**src/rtl/usbcw_pkg.sv**
```systemverilog
package usbcw_pkg;
    localparam int DATA_W   = 32;
    localparam int ADDR_W   = 2;
    localparam int NCLK     = 2;
    localparam int SYNC_STG = 2;

    localparam int CLK_DEV  = 0;
    localparam int CLK_BUS  = 1;

    localparam logic [ADDR_W-1:0] A_CTRL   = 2'd0;
    localparam logic [ADDR_W-1:0] A_STAT   = 2'd1;
    localparam logic [ADDR_W-1:0] A_INT    = 2'd2;
    localparam logic [ADDR_W-1:0] A_RESUME = 2'd3;

    localparam int INT_NEED_BIT = 0;
    localparam int INT_ERR_BIT  = 1;

    typedef struct packed {
        logic [NCLK-1:0]   ctrl;
        logic              err;
        logic              resume;
        logic [DATA_W-1:0] rdata;
    } regs_st_t;

    typedef struct packed {
        logic act;
        logic need_prev;
        logic wake;
    } wake_st_t;
endpackage

```
**src/rtl/usbcw_ack_sync.sv**
```systemverilog
module usbcw_ack_sync #(
    parameter int N      = 2,
    parameter int STAGES = 2
) (
    input  logic         clk,
    input  logic         rst_n,
    input  logic [N-1:0] ack_i,
    output logic [N-1:0] stat_o
);
    logic [STAGES-1:0] chain_d [N];
    logic [STAGES-1:0] chain_q [N];

    for (genvar g = 0; g < N; g++) begin : g_clk
        always_comb begin
            chain_d[g] = {chain_q[g][STAGES-2:0], ack_i[g]};
        end

        always_ff @(posedge clk) begin
            if (!rst_n) chain_q[g] <= '0;
            else        chain_q[g] <= chain_d[g];
        end

        assign stat_o[g] = chain_q[g][STAGES-1];
    end
endmodule

```
**src/rtl/usbcw_regs.sv**
```systemverilog
module usbcw_regs
    import usbcw_pkg::*;
(
    input  logic              clk,
    input  logic              rst_n,
    input  logic [ADDR_W-1:0] addr_i,
    input  logic              we_i,
    input  logic [DATA_W-1:0] wdata_i,
    input  logic [NCLK-1:0]   stat_i,
    input  logic              need_i,
    output logic [NCLK-1:0]   ctrl_o,
    output logic              err_o,
    output logic              resume_o,
    output logic [DATA_W-1:0] rdata_o
);
    regs_st_t st_d, st_q;
    logic     resume_wr;
    logic     all_on;

    always_comb begin
        st_d      = st_q;
        all_on    = &stat_i;
        resume_wr = we_i && (addr_i == A_RESUME) && wdata_i[0];

        if (we_i && addr_i == A_CTRL)
            st_d.ctrl = wdata_i[NCLK-1:0];

        st_d.resume = resume_wr && all_on;

        if (we_i && addr_i == A_INT && wdata_i[INT_ERR_BIT])
            st_d.err = 1'b0;
        if (resume_wr && !all_on)
            st_d.err = 1'b1;

        st_d.rdata = '0;
        case (addr_i)
            A_CTRL:  st_d.rdata[NCLK-1:0] = st_q.ctrl;
            A_STAT:  st_d.rdata[NCLK-1:0] = stat_i;
            A_INT: begin
                st_d.rdata[INT_NEED_BIT] = need_i;
                st_d.rdata[INT_ERR_BIT]  = st_q.err;
            end
            default: st_d.rdata = '0;
        endcase
    end

    always_ff @(posedge clk) begin
        if (!rst_n) st_q <= '0;
        else        st_q <= st_d;
    end

    assign ctrl_o   = st_q.ctrl;
    assign err_o    = st_q.err;
    assign resume_o = st_q.resume;
    assign rdata_o  = st_q.rdata;
endmodule

```
**src/rtl/usbcw_wake.sv**
```systemverilog
module usbcw_wake
    import usbcw_pkg::*;
(
    input  logic            clk,
    input  logic            rst_n,
    input  logic [NCLK-1:0] stat_i,
    input  logic            suspend_i,
    input  logic            activity_i,
    input  logic            wake_en_i,
    output logic            need_o,
    output logic            wake_o
);
    wake_st_t st_d, st_q;
    logic     act_now;
    logic     need;

    always_comb begin
        act_now      = suspend_i && activity_i;
        need         = (|stat_i) || st_q.act || act_now;
        st_d         = st_q;
        st_d.act     = suspend_i && (st_q.act || activity_i);
        st_d.need_prev = need;
        st_d.wake    = wake_en_i && need && !st_q.need_prev;
    end

    always_ff @(posedge clk) begin
        if (!rst_n) st_q <= '0;
        else        st_q <= st_d;
    end

    assign need_o = need;
    assign wake_o = st_q.wake;
endmodule

```
**src/rtl/usb_clkwake_ctrl.sv**
```systemverilog
module usb_clkwake_ctrl
    import usbcw_pkg::*;
(
    input  logic              clk,
    input  logic              rst_n,
    input  logic [ADDR_W-1:0] reg_addr,
    input  logic              reg_we,
    input  logic [DATA_W-1:0] reg_wdata,
    output logic [DATA_W-1:0] reg_rdata,
    input  logic              periph_pwr_en,
    input  logic              usb_wake_en,
    input  logic              usb_suspend,
    input  logic              bus_activity,
    output logic              dev_clk_req,
    output logic              bus_clk_req,
    input  logic              dev_clk_ack,
    input  logic              bus_clk_ack,
    output logic              need_clk,
    output logic              wake_req,
    output logic              resume_pulse
);
    logic [NCLK-1:0] ctrl;
    logic [NCLK-1:0] ack;
    logic [NCLK-1:0] clk_stat;
    logic            err_flag;

    assign ack[CLK_DEV] = dev_clk_ack;
    assign ack[CLK_BUS] = bus_clk_ack;

    usbcw_ack_sync #(.N(NCLK), .STAGES(SYNC_STG)) u_sync (
        .clk    (clk),
        .rst_n  (rst_n),
        .ack_i  (ack),
        .stat_o (clk_stat)
    );

    usbcw_regs u_regs (
        .clk      (clk),
        .rst_n    (rst_n),
        .addr_i   (reg_addr),
        .we_i     (reg_we),
        .wdata_i  (reg_wdata),
        .stat_i   (clk_stat),
        .need_i   (need_clk),
        .ctrl_o   (ctrl),
        .err_o    (err_flag),
        .resume_o (resume_pulse),
        .rdata_o  (reg_rdata)
    );

    usbcw_wake u_wake (
        .clk        (clk),
        .rst_n      (rst_n),
        .stat_i     (clk_stat),
        .suspend_i  (usb_suspend),
        .activity_i (bus_activity),
        .wake_en_i  (usb_wake_en),
        .need_o     (need_clk),
        .wake_o     (wake_req)
    );

    assign dev_clk_req = ctrl[CLK_DEV];
    assign bus_clk_req = ctrl[CLK_BUS] || periph_pwr_en;
endmodule

```
**config.mk**
```make
export PLATFORM = sky130hd
export DESIGN_NAME = usb_clkwake_ctrl
export DESIGN_NICKNAME = d
export VERILOG_FILES = /design/src/rtl/usbcw_pkg.sv /design/src/rtl/usbcw_ack_sync.sv /design/src/rtl/usbcw_regs.sv /design/src/rtl/usbcw_wake.sv /design/src/rtl/usb_clkwake_ctrl.sv
export SDC_FILE = /design/constraint.sdc
export NUM_CORES = 1
export LEC_CHECK = 0
export ABC_AREA = 0
export CAP_MARGIN = 0
export CORE_UTILIZATION = 29
export DETAILED_ROUTE_END_ITERATION = 6
export HOLD_SLACK_MARGIN = 0.08
export PLACE_DENSITY = 0.85
export REMOVE_ABC_BUFFERS = 1
export SETUP_SLACK_MARGIN = 0.1
export SLEW_MARGIN = 10
export SYNTH_ARGS = -nofsm -noshare
export SYNTH_HDL_FRONTEND = slang
export SYNTH_SLANG_ARGS = --single-unit
```
**constraint.sdc**
```tcl
create_clock -name clk -period 2.1 [get_ports clk]
set_input_delay 0.42 -clock clk [delete_from_list [all_inputs] [get_ports clk]]
set_output_delay 0.42 -clock clk [all_outputs]
set_load 0.01 [all_outputs]
```
==> impl_metrics.py <==
metrics = {
    "status": {
        "status": "finished, final reports clean",
    },
    "placed_design": {
        "place.gp.congestion": 0.776,
        "dp.cells": 122,
        "hpwl_um": 864,
        "portBuffers": 19,
        "place_area_um2": 837,
        "place_ws_ps": -152,
    },
    "setup_path": {
        "cp-end-kind": "output pin",
        "path_max_fanout": 2,
        "max_stage_delay_ps": 320,
        "crit_chain": "dlygate4sd2_1 > a2111oi_4 > inv_1 > dlygate4sd2_1",
        "cp.required_ps": 1680,
        "path_class": "in2out",
        "worst_path_max_delay_cell": "a2111oi_4",
        "worst-path-buf-inv": 3,
        "crit_family": "buffers and inverters",
        "cp.arrival_ps": 1380,
        "cpMostUsedCell": "dlygate4sd2_1",
        "start_kind": "input pin",
    },
    "clock_network": {
        "clock_sinks": 13,
        "insertion_delay_ps": 270,
        "postCtsHoldBufs": 0,
        "htree_levels": 1,
        "cts_made_buffers": 3,
        "cts_tree": "yes",
        "clk_path_buf_depth": 2,
        "cts.clk_slew.worst_paths_ps": 70,
        "cts_root_buf": "clkbuf_4",
    },
    "sta": {
        "slew_violations": 0,
        "finalHoldViolations": 0,
        "timing.final.crit_share_pct": 85.6,
        "finalSetupViolCount": 0,
        "holdWs_ps": 433,
        "finalWorstSetupSlack_ps": 302,
        "fin_tns_setup_ps": 0,
        "fin_skew_ps": 2.77,
        "min_period_ps": 1800,
        "fmax_mhz": 556,
        "rsz0062_at_grt": "no",
    },
    "final_layout": {
        "multi_input_area_um2": 337,
        "final_util_pct": 38.3,
        "stdcell_count": 128,
        "fin_area_um2": 881,
        "drive_gt1_share_pct": 10.0,
        "seq_area_um2": 260,
        "area_growth_pct": 20.8,
        "fillers": 243,
        "antennaDiodeCount": 0,
        "final_common_cell": "conb_1",
        "layout_common_cells": "conb_1, clkdlybuf4s50_1, dfxtp_1, and2_1",
        "layout.nets": 144,
    },
    "drt": {
        "drt-wirelength-per-cell_um": 8.46,
        "vias": 479,
        "first_pass_iters": 4,
        "drtAntennaViolNets": 0,
        "wirelength_mm": 1.08,
        "via_per_inst": 3.74,
        "drc_errors": 0,
        "drt_iter0_markers": 6,
    },
    "yosys": {
        "synth_area_um2": 729,
        "synth_area_per_cell_um2": 9.47,
        "yosys.cell_types.count": 25,
        "syn-instance-count": 77,
        "ys_seq_elements": 13,
        "yosysSeqAreaShare_pct": 35.7,
        "yosysWarnings": 0,
    },
    "die": {
        "fp-row-count": 17,
        "die_w_um": 52.2,
        "start_util_pct": 31.8,
        "die_y_um": 52.2,
        "io_pins": 80,
        "core_area_um2": 2300,
        "dieArea_um2": 2720,
    },
    "global_routing": {
        "grt-ovfl-total": 0,
        "grt_start_max_net_pins": 13,
        "grt_pass1_wl_mm": 1.59,
        "first_global_vias": 385,
        "antenna_found_initial": 0,
        "track_usage_pct": 8.14,
    },
    "power_and_ir_drop": {
        "leakage_nw": 0.412,
        "total_power_uw": 509,
        "ir_drop_v": 0.000357,
        "power-per-cell-area_nw_per_um2": 578,
    },
    "run": {
        "drv_cap": 0,
    },
    "hold_path": {
        "hp-class": "reg2reg",
    },
}
## worst register-to-register path: stages, from the launching register on
cell       delay (ps)
dfxtp_1           350
a2111oi_4         350
buf_4             160
buf_4             100
buf_4             100
nand2_1            50
and4_1            180
## Yosys cell counts
cell	count	share of area, %
nand2_1	3	1.5
or2_2	1	0.86
nor2b_2	1	1.2
buf_2	1	0.69
dfxtp_1	13	36
clkbuf_1	1	0.51
a2111oi_4	1	3.8
o211a_1	1	1.4
conb_1	1	0.51
buf_4	30	31
and2_1	5	4.3
and3b_1	1	1.2
and4_1	1	1.2
nor2b_1	2	1.7
inv_1	2	1.0
nand3_1	1	0.69
nor2_1	1	0.51
nand3b_1	1	1.0
a32o_1	1	1.4
nor3b_2	1	1.7
mux2i_1	3	4.1
or3_1	1	0.86
nor3_1	1	0.69
o21ai_0	2	1.4
nand4b_1	1	1.2
## cell families (layout without fill, tap and decap cells)
family | after synthesis | in the layout | synth area share (%)
AOI/OAI and AO/OA | 5 | 5 | 7.89
buffers and inverters | 34 | 28 | 33.1
DFF | 13 | 13 | 35.7
muxes | 3 | 3 | 4.12
other | 1 | 30 | 0.514
and+or+nand+nor | 21 | 21 | 18.7
## sequential cells by signal, summed over array words and instances (netlist names)
signal and count:
u_wake.wake_o 1, u_regs.rdata_o 2, u_wake.st_q 2, u_regs.ctrl_o 2, u_regs.err_o 1, u_regs.resume_o 1
u_sync.chain_q 4
## layout make-up
| class | instances | share of cell area (%) |
|---|---|---|
| multi-input cells | 59 | 38.2 |
| flip-flops and latches | 13 | 29.5 |
| repair buffers | 22 | 24.4 |
| well taps | 28 | 3.98 |
| clock buffers | 4 | 2.98 |
| inverters | 2 | 0.852 |
## routing by layer
metal	share of wire [%]	GRT usage, %
met5	0	0
met4	1.5	1.75
met3	12	5.56
met2	49	12.4
met1	37	9.35
## worst paths after layout
| check | end | startpoint | slack (ps) | depth (start not counted) |
|---|---|---|---|---|
| setup / recovery | need_clk | bus_activity | 300 | 4 |
| hold / removal | u_sync.chain_q[0][1] | u_sync.chain_q[0][0] | 430 | 1 |
| setup reg to reg | u_regs.rdata_o[0] | u_sync.chain_q[1][1] | 700 | 6 |
| hold reg to reg | u_sync.chain_q[0][1] | u_sync.chain_q[0][0] | 430 | 1 |
## power by group
part           total (mW)  leakage, nW  internal [mW]  switching [mW]
clock network       0.145       0.0150         0.0735          0.0711
logic               0.102        0.290         0.0503          0.0519
registers           0.263        0.107          0.257         0.00563
## repair_timing
item                       CTS  global route
setup endpoints to repair    1             2
pin swaps                    1             1
buffers inserted             1             1
resized for setup            2             2
Power figures use the tool's default switching activity.
